<file path="config.mk">
export PLATFORM = sky130hd
export DESIGN_NAME = uart_rx_deframer
export DESIGN_NICKNAME = d
export VERILOG_FILES = /design/src/rtl/uart_rx_pkg.sv /design/src/rtl/uart_rx_sync.sv /design/src/rtl/uart_rx_os_cnt.sv /design/src/rtl/uart_rx_par_chk.sv /design/src/rtl/uart_rx_deframer.sv
export SDC_FILE = /design/constraint.sdc
export NUM_CORES = 1
export LEC_CHECK = 0
export ABC_CLOCK_PERIOD_IN_PS = 2100
export BUFFER_PORTS_ARGS = -buffer_cell sky130_fd_sc_hd__buf_2
export CORE_ASPECT_RATIO = 1.75
export CORE_MARGIN = 4
export CORE_UTILIZATION = 57
export CTS_BUF_LIST = sky130_fd_sc_hd__clkbuf_8
export CTS_CLUSTER_DIAMETER = 30
export CTS_CLUSTER_SIZE = 28
export DETAILED_ROUTE_END_ITERATION = 8
export GPL_TIMING_DRIVEN = 0
export PLACE_DENSITY = 0.79
export SETUP_SLACK_MARGIN = 0.4
export SYNTH_ARGS = -nofsm -noshare
export SYNTH_HDL_FRONTEND = slang
export SYNTH_SLANG_ARGS = --single-unit
</file>
<file path="constraint.sdc">
create_clock -name clk_i -period 2.1 [get_ports clk_i]
set_input_delay 0.21 -clock clk_i [delete_from_list [all_inputs] [get_ports clk_i]]
set_output_delay 0.21 -clock clk_i [all_outputs]
set_load 0.05 [all_outputs]
</file>
<file path="src/rtl/uart_rx_pkg.sv">
package uart_rx_pkg;
  typedef enum logic [2:0] {
    ST_IDLE,
    ST_START,
    ST_DATA,
    ST_PAR,
    ST_STOP,
    ST_BRK
  } rx_state_e;
endpackage

</file>
<file path="src/rtl/uart_rx_sync.sv">
module uart_rx_sync #(
  parameter int STAGES = 2
) (
  input  logic clk_i,
  input  logic rst_ni,
  input  logic d_i,
  output logic q_o
);
  logic [STAGES-1:0] ff_q;

  generate
    if (STAGES == 1) begin : g_one
      always_ff @(posedge clk_i or negedge rst_ni)
        if (!rst_ni) ff_q <= 1'b1;
        else         ff_q <= d_i;
    end else begin : g_chain
      always_ff @(posedge clk_i or negedge rst_ni)
        if (!rst_ni) ff_q <= '1;
        else         ff_q <= {ff_q[STAGES-2:0], d_i};
    end
  endgenerate

  assign q_o = ff_q[STAGES-1];
endmodule

</file>
<file path="src/rtl/uart_rx_os_cnt.sv">
module uart_rx_os_cnt #(
  parameter int OSR = 16
) (
  input  logic clk_i,
  input  logic rst_ni,
  input  logic tick_i,
  input  logic clr_i,
  output logic mid_o,
  output logic end_o
);
  localparam int CW = $clog2(OSR);
  logic [CW-1:0] cnt_q;

  always_ff @(posedge clk_i or negedge rst_ni)
    if (!rst_ni)     cnt_q <= '0;
    else if (clr_i)  cnt_q <= '0;
    else if (tick_i) cnt_q <= cnt_q + 1'b1;

  assign mid_o = tick_i && (cnt_q == CW'(OSR/2 - 1));
  assign end_o = tick_i && (cnt_q == CW'(OSR - 1));

  // counter must never advance past one bit period
  assert_cnt_bound_R2: assert property (@(posedge clk_i) disable iff (!rst_ni)
    (end_o && !clr_i) |=> (cnt_q == '0));
endmodule

</file>
<file path="src/rtl/uart_rx_par_chk.sv">
module uart_rx_par_chk #(
  parameter int DW = 8
) (
  input  logic [DW-1:0] data_i,
  input  logic          par_bit_i,
  input  logic          even_i,
  input  logic          stick_i,
  output logic          err_o
);
  logic ones_odd;
  assign ones_odd = ^{data_i, par_bit_i};

  always_comb begin
    if (stick_i) err_o = (par_bit_i == even_i);
    else         err_o = even_i ? ones_odd : !ones_odd;
  end
endmodule

</file>
<file path="src/rtl/uart_rx_deframer.sv">
module uart_rx_deframer
  import uart_rx_pkg::*;
#(
  parameter int OSR         = 16,
  parameter int DW          = 8,
  parameter int SYNC_STAGES = 2
) (
  input  logic          clk_i,
  input  logic          rst_ni,
  input  logic          rxd_i,
  input  logic          tick_i,
  input  logic          wlen8_i,
  input  logic          par_en_i,
  input  logic          even_sel_i,
  input  logic          stick_i,
  output logic [DW-1:0] data_o,
  output logic          valid_o,
  output logic          par_err_o,
  output logic          frm_err_o,
  output logic          brk_o
);
  localparam int BW = $clog2(DW + 1);

  rx_state_e     state_q;
  logic          rx_s;
  logic          cnt_clr, mid_hit, end_hit;
  logic [DW-1:0] sh_q, data_al, data_q;
  logic [BW-1:0] bcnt_q;
  logic          par_q, any1_q, last_bit, perr_c;
  logic          valid_q, perr_q, ferr_q, brk_q;

  uart_rx_sync #(.STAGES(SYNC_STAGES)) u_sync (
    .clk_i (clk_i), .rst_ni(rst_ni), .d_i(rxd_i), .q_o(rx_s)
  );

  uart_rx_os_cnt #(.OSR(OSR)) u_cnt (
    .clk_i (clk_i), .rst_ni(rst_ni), .tick_i(tick_i), .clr_i(cnt_clr),
    .mid_o (mid_hit), .end_o(end_hit)
  );

  // 7-bit words land in the upper bits of the shifter
  assign data_al  = wlen8_i ? sh_q : {1'b0, sh_q[DW-1:1]};
  assign last_bit = (bcnt_q == (wlen8_i ? BW'(DW-1) : BW'(DW-2)));

  uart_rx_par_chk #(.DW(DW)) u_par (
    .data_i(data_al), .par_bit_i(par_q), .even_i(even_sel_i),
    .stick_i(stick_i), .err_o(perr_c)
  );

  always_comb begin
    unique case (state_q)
      ST_IDLE, ST_BRK:          cnt_clr = 1'b1;
      ST_START:                 cnt_clr = mid_hit;
      ST_DATA, ST_PAR, ST_STOP: cnt_clr = end_hit;
      default:                  cnt_clr = 1'b1;
    endcase
  end

  always_ff @(posedge clk_i or negedge rst_ni) begin
    if (!rst_ni) begin
      state_q <= ST_IDLE;
      sh_q    <= '0;
      bcnt_q  <= '0;
      par_q   <= 1'b0;
      any1_q  <= 1'b0;
      data_q  <= '0;
      valid_q <= 1'b0;
      perr_q  <= 1'b0;
      ferr_q  <= 1'b0;
      brk_q   <= 1'b0;
    end else begin
      valid_q <= 1'b0;
      perr_q  <= 1'b0;
      ferr_q  <= 1'b0;
      brk_q   <= 1'b0;
      unique case (state_q)
        ST_IDLE:
          if (tick_i && !rx_s) state_q <= ST_START;
        ST_START:
          if (mid_hit) begin
            sh_q    <= '0;
            bcnt_q  <= '0;
            par_q   <= 1'b0;
            any1_q  <= 1'b0;
            state_q <= rx_s ? ST_IDLE : ST_DATA;
          end
        ST_DATA:
          if (end_hit) begin
            sh_q   <= {rx_s, sh_q[DW-1:1]};
            any1_q <= any1_q | rx_s;
            bcnt_q <= bcnt_q + 1'b1;
            if (last_bit) state_q <= par_en_i ? ST_PAR : ST_STOP;
          end
        ST_PAR:
          if (end_hit) begin
            par_q   <= rx_s;
            any1_q  <= any1_q | rx_s;
            state_q <= ST_STOP;
          end
        ST_STOP:
          if (end_hit) begin
            data_q  <= data_al;
            valid_q <= 1'b1;
            perr_q  <= par_en_i && perr_c;
            ferr_q  <= !rx_s;
            brk_q   <= !rx_s && !any1_q;
            state_q <= (!rx_s && !any1_q) ? ST_BRK : ST_IDLE;
          end
        ST_BRK:
          if (rx_s) state_q <= ST_IDLE;
        default: state_q <= ST_IDLE;
      endcase
    end
  end

  assign data_o    = data_q;
  assign valid_o   = valid_q;
  assign par_err_o = perr_q;
  assign frm_err_o = ferr_q;
  assign brk_o     = brk_q;

  assert_one_clk_valid_R10: assert property (@(posedge clk_i) disable iff (!rst_ni)
    valid_o |=> !valid_o);
  assert_flags_need_valid_R10: assert property (@(posedge clk_i) disable iff (!rst_ni)
    (par_err_o || frm_err_o || brk_o) |-> valid_o);
  assert_msb_zero_R1: assert property (@(posedge clk_i) disable iff (!rst_ni)
    (valid_o && !wlen8_i) |-> (data_o[DW-1] == 1'b0));
  assert_no_par_err_R3: assert property (@(posedge clk_i) disable iff (!rst_ni)
    (valid_o && !par_en_i) |-> !par_err_o);
  assert_brk_framing_R8: assert property (@(posedge clk_i) disable iff (!rst_ni)
    brk_o |-> (frm_err_o && data_o == '0));
  assert_brk_hold_R8: assert property (@(posedge clk_i) disable iff (!rst_ni)
    (state_q == ST_BRK && !rx_s) |=> !valid_o);
endmodule

</file>
Word level (Yosys, flattened, before mapping)
Cells that the tools add are included.
- equality and inequality tests: 17
- bitwise gates (word level): 1
- reduce and logical (&&, ||, !) cells: 21
- multiplexer cells: 37
- add/sub/neg operators: 2
- operators with widths (operator ; count):
    3-bit 2-to-1 mux ; 9
    8-bit 2-to-1 mux ; 3
    3-bit case mux with 6 select lines ; 1
    4-bit 2-to-1 mux ; 4
    8-bit case mux with 2 select lines ; 1
    1-bit 2-to-1 mux ; 14
    2-bit != test, second input constant ; 6
    3-bit AND reduction ; 3
    9-bit XOR reduction ; 1
    4-bit by 1-bit adder with 4-bit output, second input constant ; 2
    4-bit case mux with 2 select lines ; 1
    2-bit nonzero test ; 4
    7-bit AND reduction ; 1
    3-bit by 2-bit equality test with 1-bit output, second input constant ; 2
    3-bit equality test, second input constant ; 2
    1-bit case mux with 2 select lines ; 3
    1-bit logical AND ; 5
    4-bit by 3-bit equality test with 1-bit output ; 1
    4-bit by 3-bit equality test with 1-bit output, second input constant ; 1
    4-bit equality test, second input constant ; 1
    2-bit by 1-bit != test with 1-bit output, second input constant ; 2
    3-bit by 1-bit equality test with 1-bit output, second input constant ; 1
    1-bit logical NOT ; 3
    3-bit logical NOT ; 1
    6 further kinds ; 6
- output and inout bits: 12
- register bits: 35
- input bits: 8

Logic depth before layout (Yosys ltp)
- depth in word-level cells: 8
- depth in mapped cells: 7

By module
A second synthesis with hierarchy kept.
- cells, all modules: 190
- area, all modules: 1863.0 um^2
- modules (own cells, without submodules) (module ; times used ; cells each ; area each (um^2)):
    uart_rx_deframer ; 1 ; 157 ; 1492.7
    uart_rx_os_cnt ; 1 ; 21 ; 235.2
    uart_rx_par_chk ; 1 ; 10 ; 82.6
    uart_rx_sync ; 1 ; 2 ; 52.6

Worst setup path after synthesis
Ideal clock, no wire load.
- path kind: flip-flop to flip-flop
- start point: reg u_sync.ff_q[1]
- end point: reg state_q[0]
- path buffers: 1
- cell stages (with the launch flop): 6
- slack: 0.344 ns
- required time: 1.975 ns
- period minus slack after synthesis: 1.756 ns
- data arrival time: 1.632 ns
- library setup time: 0.125 ns
- cells stage by stage: dfstp_2 -> clkbuf_1 -> nor2b_1 -> o311ai_1 -> o21a_1 -> mux2_2
- word-level cells in the longest chain between the ends: 5
- elaborated cells on any way between the ends: 9
- classes of those cells: eq/ne: 2; mux: 3; reduce/logical: 4
- ends and longest elaborated chain (item ; line ; source):
    start: declaration ; uart_rx_sync.sv:9 ; logic [STAGES-1:0] ff_q;
    start signal: assignment ; uart_rx_sync.sv:19 ; else ff_q <= {ff_q[STAGES-2:0], d_i};
    1-bit logical NOT ; uart_rx_deframer.sv:78, uart_rx_deframer.sv:107 ;
    1-bit logical AND ; uart_rx_deframer.sv:107 ; state_q <= (!rx_s && !any1_q) ? ST_BRK : ST_IDLE;
    3-bit 2-to-1 mux ; uart_rx_deframer.sv:107 ;
    3-bit 2-to-1 mux ; uart_rx_deframer.sv:101 ; if (end_hit) begin
    3-bit case mux with 6 select lines ; uart_rx_deframer.sv:76 ; unique case (state_q)
    end signal: assignment ; uart_rx_deframer.sv:85 ; state_q <= rx_s ? ST_IDLE : ST_DATA;
    end signal: assignment ; uart_rx_deframer.sv:92 ; if (last_bit) state_q <= par_en_i ? ST_PAR : ST_STOP;
    end signal: assignment ; uart_rx_deframer.sv:107 ;
    end: declaration ; uart_rx_deframer.sv:24 ; rx_state_e state_q;
Several ways; a longest one is shown, not always the timed one. The select of a mux whose other input is x is not followed.
A chain may end at the register's enable or synchronous reset.

Worst setup path in the final report
- start point: reg u_cnt.cnt_q[0]
- end point: reg state_q[0]
- word-level cells in the longest chain between the ends: 4
- elaborated cells on any way between the ends: 9
- classes of those cells: eq/ne: 6; reduce/logical: 3
- ends and longest elaborated chain (item ; line ; source):
    start: declaration ; uart_rx_os_cnt.sv:12 ; logic [CW-1:0] cnt_q;
    start signal: assignment ; uart_rx_os_cnt.sv:17 ; else if (tick_i) cnt_q <= cnt_q + 1'b1;
    4-bit equality test or 4-bit by 3-bit equality test with 1-bit output (tied branches) ; uart_rx_os_cnt.sv:20, uart_rx_os_cnt.sv:19 ;
    1-bit logical AND, on equally long branches ; uart_rx_os_cnt.sv:20, uart_rx_os_cnt.sv:19 ;
    2-bit != test (no source line) ; - ;
    7-bit AND reduction (no source line) (*) ; - ;
Every way passes the cells marked *; elsewhere a longest branch is shown, timed or not.

==> flow_summary.ini <==
[clocking]
clock_latency_ns = 0.29
clkTransAtPathRegs_ns = 0.08
htree_levels = 2
cts_buffer_depth = 2
root_buffer = clkbuf_8
clock_sinks = 35
cts_buffers = 5
cts_tree = done

[layout]
fillers = 214
multi_input_area_um2 = 883
area_growth_syn_to_layout_pct = 27.2
num_antenna_cells = 0
design_area_um2 = 2240
layout.nets = 217
layout.cells.non_filler = 250
ff_latch_area_um2 = 878
layout-drive-gt1-share_pct = 32.7

[logic_synthesis]
ys_seq_area_share_pct = 49.9
ys_top_cells_by_area = dfrtp_1, a22o_1, nand2_1, mux2i_1, o21ai_0
syn_area_um2 = 1760
syn_nets = 179
synth.distinct_cells = 45
synth_edf_count = 0
async_flop_share_pct = 100
avgSynthCellArea_um2 = 10.4
yosysTopAreaCellShare_pct = 46.9
synthCells = 169
synth_top_cell_by_area = dfrtp_1
synth-seq-cells = 35
synthFlopType = dfrtp_1
ys_warn_count = 0

[worst_setup_path]
path_cells = ha_4 > and4_1 > buf_6 > a21oi_4 > o21a_1 > mux2_4
critPathMaxStageDelay_ns = 0.42
crit_family = flip-flops
path_class = register to register
cp_slowest_cell = dfrtp_1
path_buf_inv = 1
cp.required_ns = 2.28
cp_max_fo = 6
cp-end-kind = register
cp.arrival_ns = 1.85
startpoint_type = register

[timing]
timing.setup.tns_ns = 0
rsz0062_at_grt = true
clock.fmax_mhz = 598
timing.hold.ws_ns = -0.0130
fin_skew_ns = 0.0129
tightest_slew_ns = 0.762
finalCriticalPeriod_ns = 1.67
setup_viol_count_final = 0
max-slew-margin-rel_pct = 49.2
fin_crit_sh_pct = 79.7
hold_violations = 25
slew_viol_final = 0

[detailed_routing]
first_iter_violations = 59
ant_nets = 0
vias_per_cell = 5.73
drt_wl_total_um = 4120
drtPass1Iterations = 4
wl_per_cell_um = 16.5
drc = 0
num_vias = 1432

[placement]
hpwl_um = 2730
place_area_um2 = 1910
finalWeightedCongestion = 0.812
place_inst = 228
io_buffers = 17

[status]
violations = hold timing
status = finished with violations

[global_route]
grt_max_degree = 36
grt_pass1_vias = 1463
overflow = 0
antenna_found_initial = 0
grt_usage_pct = 22.4
grt_pass1_wl_um = 6840

[power]
leakage_nw = 1.08
vdd_drop_max_mv = 0.863
p_per_area_nw_per_um2 = 946

[flow_run]
cap_viol_max_count = 0

[die]
coreArea_um2 = 2960
die_w_um = 50.0
rows = 26
boundaryPins = 20
start_util_pct = 59.5
die_area_um2 = 4080
die_height_um = 81.5

[min_path]
hp-class = input port to asynchronous set/reset pin
==> power breakdown <==
part	internal (W)	leakage (nW)	switching, W
clock network	0.000473	0.0644	0.000252
registers	0.000721	0.477	0.0000670
logic	0.000283	0.538	0.000321
total	0.00148	1.08	0.000640
==> final timing paths <==
check | slack, ns | end | start | depth (start not counted)
setup reg to reg | 0.43 | state_q[0]$_DFFE_PN0P_ | u_cnt.cnt_q[0]$_DFFE_PN0P_ | 6
min in group clk_i | 0.18 | par_err_o$_DFF_PN0_ | par_en_i | 3
setup / recovery | 0.43 | state_q[0]$_DFFE_PN0P_ | u_cnt.cnt_q[0]$_DFFE_PN0P_ | 6
hold / removal | -0.01 | u_cnt.cnt_q[1]$_DFFE_PN0P_ | rst_ni | 1
max in group asynchronous | 1.62 | sh_q[0]$_DFFE_PN0P_ | rst_ni | 1
hold reg to reg | 0.36 | u_sync.ff_q[1]$_DFF_PN1_ | u_sync.ff_q[0]$_DFF_PN1_ | 0
==> cell families (layout without fill, tap and decap cells) <==
| kind of cell | Yosys count | after routing | synth area share [%] |
|---|---|---|---|
| adders and majority gates | 2 | 2 | 1.42 |
| xor gates and xnor gates | 11 | 11 | 6.68 |
| muxes | 9 | 9 | 5.26 |
| AOI/OAI and AO/OA | 42 | 42 | 16.8 |
| buffers and inverters | 13 | 52 | 3.62 |
| DFF | 35 | 35 | 49.9 |
| and+or+nand+nor | 57 | 57 | 16.3 |
==> final cells by class <==
type | count | share of cell area [%]
Buffer | 11 | 3.97
Clock buffer | 5 | 3.07
Clock inverter | 3 | 3.02
Inverter | 2 | 0.335
Multi-Input combinational cell | 121 | 39.4
Sequential cell | 35 | 39.2
Tap cell | 42 | 2.35
Timing Repair Buffer | 31 | 8.60
==> metal layers <==
metal	part of all wire (%)	routed length, um	track usage [%]	vias to the layer above
li1	-	-	-	679
met5	0	0	0	-
met2	56	2320	41.2	30
met4	2.8	117	11.4	0
met3	2.9	119	3.81	12
met1	38	1560	24.1	711
==> per-stage QoR <==
stage / worst slack, ns / total power [W] / hold WS, ns / util, %
3_5_place_dp: 0.279 / 0.00126 / 0.317 / 64.4
3_3_place_gp: 0.254 / 0.00124 / 0.306 / 64.4
2_1_floorplan: 0.411 / 0.00114 / -0.0856 / -
6_report: 0.427 / 0.00212 / -0.0130 / 75.7
5_1_grt: 0.368 / 0.00223 / 0.0422 / 75.7
4_1_cts: 0.351 / 0.00202 / 0.00443 / 70.3
==> cell usage in the layout, fill, tap and decap left out, types with 3 or more instances in the layout <==
| cell type | count |
|---|---|
| nand3b_1 | 3 |
| nor2b_1 | 3 |
| nand3_1 | 3 |
| buf_6 | 3 |
| xor2_1 | 4 |
| a21oi_1 | 6 |
| xnor2_1 | 5 |
| nand2_1 | 18 |
| a22o_1 | 9 |
| buf_4 | 14 |
| clkbuf_8 | 5 |
| nand2b_1 | 3 |
| buf_2 | 20 |
| o21ai_0 | 11 |
| dfrtp_1 | 33 |
| nor2_1 | 10 |
| mux2i_1 | 7 |
==> synthesized netlist by cell type, drive strengths merged, types with 2 or more instances <==
cell / count
xor2: 4
nand2b: 3
nand4: 2
and2: 2
nand3b: 3
mux2i: 7
a21oi: 9
nand3: 4
mux2: 2
nor3: 3
ha: 2
xnor2: 6
o21ai: 11
or3: 2
nor2: 12
buf: 7
dfrtp: 33
clkbuf: 4
a22o: 9
dfstp: 2
nor2b: 4
nand2: 19
inv: 2
==> registers in the layout, summed over array words and instances, names as in the netlist, 2 cells and up <==
signal       flops
state_q          3
u_sync.ff_q      2
u_cnt.cnt_q      4
data_o           8
bcnt_q           4
sh_q             8
==> timing repair <==
action / 4_1_cts / 5_1_grt
hold buffers: 0 / 1
resized for setup: 6 / 23
buffers inserted: 2 / 11
hold endpoints to repair: 0 / 1
endpoints found under the setup margin: 23 / 26
pin swaps: 4 / 9
Power figures use the tool's default switching activity.
